`src/rtl/ccr_pkg.sv`:
```
package ccr_pkg;

  // Converter clock level for a given divider phase: high for the first half.
  function automatic logic div_level(input int unsigned phase, input int unsigned ratio);
    return phase < (ratio / 2);
  endfunction

  // Next divider phase, wrapping at ratio-1.
  function automatic int unsigned phase_next(input int unsigned phase, input int unsigned ratio);
    return (phase + 1 >= ratio) ? 0 : phase + 1;
  endfunction

  // Master clock edges from sync event to ready flag.
  function automatic int unsigned ready_edges(input int unsigned periods, input int unsigned ratio);
    return periods * ratio;
  endfunction

endpackage

```
`src/rtl/ccr_sync_in.sv`:
```
module ccr_sync_in #(
  parameter int unsigned STAGES = 2
) (
  input  logic clk,
  input  logic rst_n,
  input  logic sync_raw,
  output logic sync_evt
);
  logic [STAGES-1:0] meta_q;
  logic              prev_q;

  always_ff @(posedge clk or negedge rst_n) begin
    if (!rst_n) begin
      meta_q <= '0;
      prev_q <= 1'b0;
    end else begin
      meta_q <= {meta_q[STAGES-2:0], sync_raw};
      prev_q <= meta_q[STAGES-1];
    end
  end

  assign sync_evt = meta_q[STAGES-1] & ~prev_q;

  AST_EVT_SINGLE: assert property (@(posedge clk) disable iff (!rst_n)
    sync_evt |=> !sync_evt);

endmodule

```
`src/rtl/ccr_divider.sv`:
```
module ccr_divider #(
  parameter int unsigned RATIO = 1
) (
  input  logic clk,
  input  logic rst_n,
  input  logic sync_evt,
  output logic div_clk,
  output logic conv_tick
);
  import ccr_pkg::*;

  localparam int unsigned PW   = (RATIO > 1) ? $clog2(RATIO) : 1;
  localparam int unsigned LAST = RATIO - 1;

  logic [PW-1:0] ph_q;
  logic [PW-1:0] ph_nxt;
  logic          run_q;

  assign ph_nxt    = PW'(phase_next(int'(ph_q), RATIO));
  // A converter period completes at the edge where the phase wraps naturally.
  assign conv_tick = run_q && !sync_evt && (ph_q == PW'(LAST));

  always_ff @(posedge clk or negedge rst_n) begin
    if (!rst_n) begin
      ph_q  <= '0;
      run_q <= 1'b0;
    end else if (sync_evt) begin
      ph_q  <= '0;
      run_q <= 1'b1;
    end else if (run_q) begin
      ph_q  <= ph_nxt;
    end
  end

  generate
    if (RATIO == 1) begin : g_pass
      assign div_clk = clk & run_q;
    end else begin : g_div
      logic div_q;
      always_ff @(posedge clk or negedge rst_n) begin
        if (!rst_n)        div_q <= 1'b0;
        else if (sync_evt) div_q <= div_level(0, RATIO);
        else if (run_q)    div_q <= div_level(int'(ph_nxt), RATIO);
      end
      assign div_clk = div_q;

      AST_DIV_HIGH_AFTER_SYNC: assert property (@(posedge clk) disable iff (!rst_n)
        sync_evt |=> div_q);
      AST_DIV_IDLE_LOW: assert property (@(posedge clk) disable iff (!rst_n)
        !run_q |-> !div_q);
    end
  endgenerate

  AST_PH_ZERO_AFTER_SYNC: assert property (@(posedge clk) disable iff (!rst_n)
    sync_evt |=> (ph_q == '0));
  AST_PH_IDLE_HOLD: assert property (@(posedge clk) disable iff (!rst_n)
    !run_q |-> (ph_q == '0));

endmodule

```
`src/rtl/ccr_ready_timer.sv`:
```
module ccr_ready_timer #(
  parameter int unsigned PERIODS = 1024
) (
  input  logic clk,
  input  logic rst_n,
  input  logic sync_evt,
  input  logic conv_tick,
  output logic conv_ready
);
  localparam int unsigned CW = (PERIODS > 1) ? $clog2(PERIODS) : 1;
  localparam logic [CW-1:0] LAST = CW'(PERIODS - 1);

  logic [CW-1:0] cnt_q;
  logic          armed_q;
  logic          ready_q;

  always_ff @(posedge clk or negedge rst_n) begin
    if (!rst_n) begin
      cnt_q   <= '0;
      armed_q <= 1'b0;
      ready_q <= 1'b0;
    end else if (sync_evt) begin
      cnt_q   <= '0;
      armed_q <= 1'b1;
      ready_q <= 1'b0;
    end else if (armed_q && conv_tick) begin
      if (cnt_q == LAST) begin
        cnt_q   <= '0;
        armed_q <= 1'b0;
        ready_q <= 1'b1;
      end else begin
        cnt_q   <= cnt_q + 1'b1;
        ready_q <= 1'b0;
      end
    end else begin
      ready_q <= 1'b0;
    end
  end

  assign conv_ready = ready_q;

  AST_READY_ONE_CYCLE: assert property (@(posedge clk) disable iff (!rst_n)
    conv_ready |=> !conv_ready);
  AST_READY_CLEARED_BY_SYNC: assert property (@(posedge clk) disable iff (!rst_n)
    sync_evt |=> !conv_ready);

endmodule

```
`src/rtl/conv_clk_realigner.sv`:
```
module conv_clk_realigner #(
  parameter int unsigned DIV_RATIO    = 1,
  parameter int unsigned READY_CYCLES = 1024,
  parameter int unsigned SYNC_STAGES  = 2
) (
  input  logic clk,
  input  logic rst_n,
  input  logic sync_in,
  output logic div_clk,
  output logic sync_out,
  output logic conv_ready
);
  logic sync_evt;
  logic conv_tick;
  logic launch_q;
  logic strobe_q;

  ccr_sync_in #(.STAGES(SYNC_STAGES)) u_sync (
    .clk      (clk),
    .rst_n    (rst_n),
    .sync_raw (sync_in),
    .sync_evt (sync_evt)
  );

  ccr_divider #(.RATIO(DIV_RATIO)) u_div (
    .clk       (clk),
    .rst_n     (rst_n),
    .sync_evt  (sync_evt),
    .div_clk   (div_clk),
    .conv_tick (conv_tick)
  );

  ccr_ready_timer #(.PERIODS(READY_CYCLES)) u_ready (
    .clk        (clk),
    .rst_n      (rst_n),
    .sync_evt   (sync_evt),
    .conv_tick  (conv_tick),
    .conv_ready (conv_ready)
  );

  // Event captured on the active edge, relaunched half a cycle later.
  always_ff @(posedge clk or negedge rst_n) begin
    if (!rst_n) launch_q <= 1'b0;
    else        launch_q <= sync_evt;
  end

  always_ff @(negedge clk or negedge rst_n) begin
    if (!rst_n) strobe_q <= 1'b0;
    else        strobe_q <= launch_q;
  end

  assign sync_out = strobe_q;

  AST_STROBE_ONE_CYCLE: assert property (@(negedge clk) disable iff (!rst_n)
    sync_out |=> !sync_out);
  AST_STROBE_FOLLOWS_LAUNCH: assert property (@(negedge clk) disable iff (!rst_n)
    launch_q |-> ##0 1'b1 ##1 sync_out);
  AST_RESET_QUIET: assert property (@(posedge clk)
    !rst_n |-> (!conv_ready && !sync_out));

endmodule

```
`config.mk`:
```
export PLATFORM = sky130hd
export DESIGN_NAME = conv_clk_realigner
export DESIGN_NICKNAME = d
export VERILOG_FILES = /design/src/rtl/ccr_pkg.sv /design/src/rtl/ccr_sync_in.sv /design/src/rtl/ccr_divider.sv /design/src/rtl/ccr_ready_timer.sv /design/src/rtl/conv_clk_realigner.sv
export SDC_FILE = /design/constraint.sdc
export NUM_CORES = 1
export LEC_CHECK = 0
export BUFFER_PORTS_ARGS = -buffer_cell sky130_fd_sc_hd__buf_2
export CAP_MARGIN = 10
export CORE_MARGIN = 2
export CORE_UTILIZATION = 35
export CTS_CLUSTER_DIAMETER = 150
export CTS_CLUSTER_SIZE = 24
export DETAILED_ROUTE_END_ITERATION = 8
export GPL_TIMING_DRIVEN = 0
export SLEW_MARGIN = 15
export SYNTH_ARGS = -nofsm -noshare
export SYNTH_HDL_FRONTEND = slang
export SYNTH_SLANG_ARGS = --single-unit
```
`constraint.sdc`:
```
create_clock -name clk -period 1.9 [get_ports clk]
set_input_delay 0.57 -clock clk [delete_from_list [all_inputs] [get_ports clk]]
set_output_delay 0.57 -clock clk [all_outputs]
set_load 0.03 [all_outputs]
```
## After elaboration in Yosys (flattened, before gate mapping)

Index checks and enable logic that the tools add are counted.

- Bits of input ports: 3
- Word-level logic and storage cells: 37
- Output and inout port bits: 3
- Bits in registers: 19

- Add/sub/neg operators: 2
- Muxes and demuxes: 12
- Reduce and logical (&&, ||, !) cells: 8
- Bitwise gates (word level): 4
- Eq/ne operators: 1
- Order comparisons: 1

Operators by type and width:

| kind | number |
|---|---|
| $mux 10 | 3 |
| $add 10x1->10 const B | 1 |
| $eq 10x10->1 const B | 1 |
| $mux 1 | 9 |
| $reduce_bool 2->1 | 3 |
| $logic_and 1x1->1 | 3 |
| $add 1x1->2 const B | 1 |
| $and 1x1->1 | 2 |
| $ge 2x1->1 const B | 1 |
| $not 1->1 | 2 |
| $reduce_and 2->1 | 1 |
| $logic_not 1->1 | 1 |

## Depth between registers and ports, before layout

Gate-level depths: netlist (run 1).

- Depth in word-level cells: 8
- Mapped depth: 6
- Mapped depth without buffers: 5

## Modules after synthesis

From an unflattened synthesis (run 1), not the netlist that was laid out.

- Cells, all modules: 75
- Area total of the unflattened synthesis: 830.8 sq um

Modules (own cells, without submodules):

| module | cells an instance | times used | area each (sq um) |
|---|---|---|---|
| ccr_ready_timer | 65 | 1 | 646.9 |
| ccr_sync_in | 4 | 1 | 88.8 |
| conv_clk_realigner | 2 | 1 | 50.0 |
| ccr_divider | 4 | 1 | 45.0 |

==> results of run 1 <==
[placed cells by master, fill, tap and decap left out]
cell type / synthesis / routed
a2111oi_4: 1 / 1
a211oi_2: 1 / 1
a21bo_2: 1 / 1
a21oi_1: 2 / 2
and2_1: 1 / 1
and2_4: 0 / 1
and3_1: 2 / 2
and3_2: 1 / 1
buf_2: 1 / 4
buf_4: 0 / 1
buf_6: 0 / 2
clkbuf_4: 0 / 4
clkbuf_8: 0 / 1
clkinv_1: 1 / 1
dfrtn_1: 1 / 1
dfrtp_1: 17 / 17
ha_1: 1 / 1
inv_1: 1 / 1
nand2_1: 6 / 6
nand2_4: 1 / 1
nand2b_1: 1 / 1
nand3_1: 4 / 4
nand3_2: 1 / 1
nand3b_1: 1 / 1
nand4_1: 4 / 4
nor2_1: 8 / 8
nor2_2: 1 / 1
nor3_1: 1 / 1
o211ai_1: 1 / 1
o21ai_0: 1 / 1
xnor2_1: 3 / 3
xor2_1: 5 / 5
[final timing paths]
path	startpoint	end	slack, ns
setup / recovery	sync_out$_DFF_NN0_	sync_out	-0.57
hold / removal	rst_n	u_ready.cnt_q[1]$_DFFE_PN0P_	0.07
setup reg to reg	launch_q$_DFF_PN0_	sync_out$_DFF_NN0_	0.44
hold reg to reg	u_sync.meta_q[0]$_DFF_PN0_	u_sync.meta_q[1]$_DFF_PN0_	0.36
max in group asynchronous	rst_n	sync_out$_DFF_NN0_	0.69
min in group clk	sync_in	u_sync.meta_q[0]$_DFF_PN0_	0.27
[cell families after synthesis]
| kind of cell | after synthesis | synth area share |
|---|---|---|
| xor+xnor | 8 | 0.0881 |
| fa+ha+maj | 1 | 0.0157 |
| flops | 18 | 0.566 |
| buf+inv | 3 | 0.0157 |
| compound gates | 7 | 0.0912 |
| simple gates | 33 | 0.223 |
[through the flow]
step / power [mW] / worst slack [ns] / setup TNS, ns
4_1_cts: 0.997 / -0.591 / -0.594
3_5_place_dp: 0.641 / -0.174 / -0.174
5_1_grt: 1.04 / -0.628 / -0.633
3_3_place_gp: 0.638 / -0.169 / -0.169
2_1_floorplan: 0.596 / -0.153 / -0.153
6_report: 0.982 / -0.573 / -0.573
[layer usage]
layer	global-route usage	share of wire	wire, um	vias up
met5	0	0	0	-
met4	0.145	0.022	30	0
met3	0.0517	0.047	64	4
met2	0.188	0.43	581	13
met1	0.162	0.50	676	260
li1	-	-	-	264
[cells in the mapped netlist, types with 2 or more instances]
library cell,count
xor2_1,5
and3_1,2
nand3_1,4
nor2_1,8
nand4_1,4
xnor2_1,3
dfrtp_1,17
nand2_1,6
a21oi_1,2
[cell type report]
| type | count | area (um^2) | share of cell area |
|---|---|---|---|
| Clock buffer | 7 | 62.6 | 0.0679 |
| Sequential cell | 18 | 450 | 0.489 |
| Buffer | 1 | 5.00 | 0.00543 |
| Inverter | 2 | 7.51 | 0.00815 |
| Multi-Input combinational cell | 49 | 334 | 0.363 |
| Tap cell | 28 | 35.0 | 0.0380 |
| Timing Repair Buffer | 4 | 26.3 | 0.0285 |
[state kept, by name (all words and copies together) (netlist names)]
signal	cells
u_sync.meta_q	2
u_ready.armed_q	1
u_ready.cnt_q	10
launch_q	1
sync_out	1
u_div.run_q	1
u_ready.conv_ready	1
u_sync.prev_q	1
[what timing repair did]
action	in CTS	in global routing
setup buffers	0	0
setup endpoints to repair	2	2
gates resized for setup	5	1
[power groups by stage]
| stage | Sequential [mW] | Clock [mW] | Combinational [mW] |
|---|---|---|---|
| 2_1_floorplan | 0.457 | 0.0680 | 0.0715 |
| 3_5_place_dp | 0.464 | 0.0831 | 0.0945 |
| 3_3_place_gp | 0.462 | 0.0831 | 0.0930 |
| 4_1_cts | 0.456 | 0.443 | 0.0978 |
| 5_1_grt | 0.462 | 0.465 | 0.115 |
| 6_report | 0.458 | 0.428 | 0.0964 |
==> reports/metrics.cfg, run 1 <==
[detailed_routing]
vias_per_cell=4.96
via_count=541
wire_per_inst_um=12.4
dr.pass1.iters=4
routed_wl_um=1350
postRouteAntennaNets=0
drc=0
drt-initial-drc-count=17

[setup_path]
cp_top_family=flip-flops
max_stage_delay_ns=0.41
cp.required_ns=1.33
crit_fanout=1
worst_path_max_delay_cell=dfrtn_1
worst-path-buf-inv=1
start_kind=flop
arrival_ns=1.90
path_cells=buf_6
crit_path_end_kind=output port
worstSetupPathDepth=1
reg2reg_depth=0
crit_type=flop to output port

[yosys]
synth_area_um2=796
synth_seq_cells=18
yosys_warnings=0
ys.flop_type=dfrtp_1
post-synth-top-area-cell=dfrtp_1
synth_cells=70
yosys.cell_types.count=28
synthesis.nets=74
synth_async_sr_flop_share=1.00
avgSynthCellArea_um2=11.4
synthTopCellsByArea=dfrtp_1 (53%), xor2_1 (5.5%), nor2_1 (3.8%)
seq_area_frac_synth=0.566
synth_edf_count=0
synth_top_area_frac=0.535

[final_layout]
layoutNonFillerInstCount=109
drive_above_1_share=0.247
final_area_um2=921
fillCellCount=217
area_growth_pct=15.7
post-route-util=0.420
diodes=0
nets=86

[power_and_ir_drop]
p_int_mw=0.698
powerDensity_mw_per_mm2=1070
p_comb_frac=0.098
power_frac_seq=0.466
irDropWorstVdd_uv=805
clkPwrFrac=0.436
p_switching_mw=0.284
p_sw_frac=0.289
power.leakage_nw=0.417

[timing]
finalWorstSetupSlack_ns=-0.573
maxSlewHeadroom=0.738
clock_skew_ns=0.00869
grt_setup_unrepaired=true
slew_viol_final=0
tightest_slew_ns=0.394
hold_violations=0
setup_viol=1
holdWs_ns=0.0666

[outcome]
status=finished with violations
violations=negative setup slack

[die]
core_mm2=0.00219
die_area_mm2=0.00267
ios=6
placementRows=17
die_x_um=51.7
start_util=0.363
die_y_um=51.7

[place]
post-dp-hpwl_um=908
io_buffers=5
placed_cell_area_um2=856
dpl.cell_count=103
gp_congestion=0.801

[grt]
grt_max_degree=19
grt_overflow=0
grt.total_usage=0.139
grt_pass1_wl_um=2490
grt_pass1_vias=550
antenna_found_initial=0

[flow_run]
cap_viol_max_count=0

[min_path]
hp-class=input port to asynchronous set/reset pin

[cts]
hold_buffers=0
insertion_delay_ns=0.41
cts.reportedPaths.clkPinSlew_ns=0.11
cts_tree=yes

No activity file was read; power rests on OpenSTA's default activity.
==> run 2: changes to the inputs <==
--- a/config.mk
+++ b/config.mk
@@ -8,11 +8,12 @@
 export BUFFER_PORTS_ARGS = -buffer_cell sky130_fd_sc_hd__buf_2
 export CAP_MARGIN = 10
 export CORE_MARGIN = 2
-export CORE_UTILIZATION = 35
+export CORE_UTILIZATION = 50
 export CTS_CLUSTER_DIAMETER = 150
 export CTS_CLUSTER_SIZE = 24
 export DETAILED_ROUTE_END_ITERATION = 8
 export GPL_TIMING_DRIVEN = 0
+export PLACE_DENSITY = 0.68
 export SLEW_MARGIN = 15
 export SYNTH_ARGS = -nofsm -noshare
 export SYNTH_HDL_FRONTEND = slang
==> run 2 against run 1 <==
The run still ends with negative setup slack left. Core utilization grew 18 points. Cell area shrank 1.6%. Sequential share of layout area grew 0.81 points. Total power is essentially flat. Critical path depth is the same. Die area shrank 28%. Clock skew shrank 0.00060 ns. Highest routed layer unchanged.
==> reports/metrics.cfg, run 2 (same netlist as run 1, synthesis figures left out) <==
[outcome]
status=finished with violations
violations=negative setup slack

[setup_path]
r2r_start=launch_q$_DFF_PN0_
reg2reg_depth=0
crit_path_end=sync_out
arrival_ns=1.90
reg2reg_slack_ns=0.44
critical_path.startpoint=sync_out$_DFF_NN0_
worst_path_max_delay_cell=dfrtn_1
cp_top_family=flip-flops
max_stage_delay_ns=0.41
path_cells=buf_6
crit_path_end_kind=output port
worstSetupPathDepth=1
crit_fanout=1
worst-path-buf-inv=1
cp.required_ns=1.33
start_kind=flop
r2r-end=sync_out$_DFF_NN0_
crit_type=flop to output port

[cts]
insertion_delay_ns=0.41
cts_setup_buffers=0
cts_tree=yes
cts.reportedPaths.clkPinSlew_ns=0.10

[detailed_routing]
wire_per_inst_um=14.4
vias_per_cell=5.71
via_count=554
drt-initial-drc-count=2
drc=0
dr.pass1.iters=4
routed_wl_um=1400
postRouteAntennaNets=0

[power_and_ir_drop]
p_sw_frac=0.290
p_int_mw=0.697
clkPwrFrac=0.436
power.leakage_nw=0.417
powerDensity_mw_per_mm2=1080
p_comb_frac=0.099
p_switching_mw=0.284
irDropWorstVdd_uv=523
power_frac_seq=0.465
p_total_mw=0.982

[final_layout]
final_area_um2=906
fillCellCount=119
area_growth_pct=13.8
reg.largest.list=u_ready.cnt_q: 10 flops, u_sync.meta_q: 2 flops
largest_register=u_ready.cnt_q
final_cell_mix=dfrtp_1 (17), nor2_1 (8), nand2_1 (6)
nets=86
drive_above_1_share=0.247
multi_input_area_um2=334
layout_commonest_cell=dfrtp_1
largest_register_ffs=10
regArea_um2=450
diodes=0
post-route-util=0.601
layoutNonFillerInstCount=97

[grt]
grt.total_usage=0.182
grt_max_degree=19
antenna_found_initial=0
grt_pass1_wl_um=2350
grt_overflow=0
grt_pass1_vias=513

[die]
core_mm2=0.00151
start_util=0.528
die_y_um=43.9
placementRows=14
ios=6
die_area_mm2=0.00193
die_x_um=43.9

[place]
placed_cell_area_um2=841
io_buffers=5
post-dp-hpwl_um=946
dpl.cell_count=91
gp_congestion=0.722
pre_cts_ws_ns=-0.172

[timing]
maxSlewHeadroom=0.737
finalWorstSetupSlack_ns=-0.574
slew_viol_final=0
hold_violations=0
clock_skew_ns=0.00809
setup-tns-final_ns=-0.574
holdWs_ns=0.0691
tightest_slew_ns=0.395
grt_setup_unrepaired=true
setup_viol=1

[flow_run]
cap_viol_max_count=0

[min_path]
hp-class=input port to asynchronous set/reset pin

[run 2: how the worst min path moves through the flow]
stage                                     from                           end  slack, ns  cells after the start
floorplan                                rst_n            launch_q$_DFF_PN0_       0.27                      0
global placement    u_sync.meta_q[0]$_DFF_PN0_    u_sync.meta_q[1]$_DFF_PN0_       0.33                      0
finish                                   rst_n  u_ready.cnt_q[1]$_DFFE_PN0P_       0.07                      1
global route                             rst_n  u_ready.cnt_q[2]$_DFFE_PN0P_       0.09                      1
CTS                                      rst_n  u_ready.cnt_q[2]$_DFFE_PN0P_       0.08                      1
detailed placement  u_sync.meta_q[0]$_DFF_PN0_    u_sync.meta_q[1]$_DFF_PN0_       0.34                      0
[run 2: area by class of cell]
| type | count | share of cell area |
|---|---|---|
| inverter | 2 | 0.00829 |
| timing repair buffer | 4 | 0.0290 |
| sequential | 18 | 0.497 |
| multi-input combinational | 49 | 0.369 |
| buffer | 1 | 0.00552 |
| clock buffer | 7 | 0.0691 |
| tap | 16 | 0.0221 |
[run 2: power by group through the flow]
stage	combinational, mW	sequential (mW)	clock (mW)
3_5_place_dp	0.0962	0.464	0.0831
6_report	0.0972	0.457	0.428
5_1_grt	0.110	0.462	0.456
3_3_place_gp	0.0932	0.462	0.0831
4_1_cts	0.0981	0.457	0.431
2_1_floorplan	0.0715	0.457	0.0680
[run 2: metal layers]
layer	vias to the layer above	track usage	routed length (um)
met5	-	0	0
met4	0	0.109	38
met3	6	0.100	75
met2	18	0.253	646
met1	268	0.220	638
li1	262	-	-
[run 2: what timing repair did]
| item | 4_1_cts | 5_1_grt |
|---|---|---|
| setup endpoints to repair | 2 | 2 |
| resized for setup | 5 | 1 |
| hold buffers | 0 | 0 |
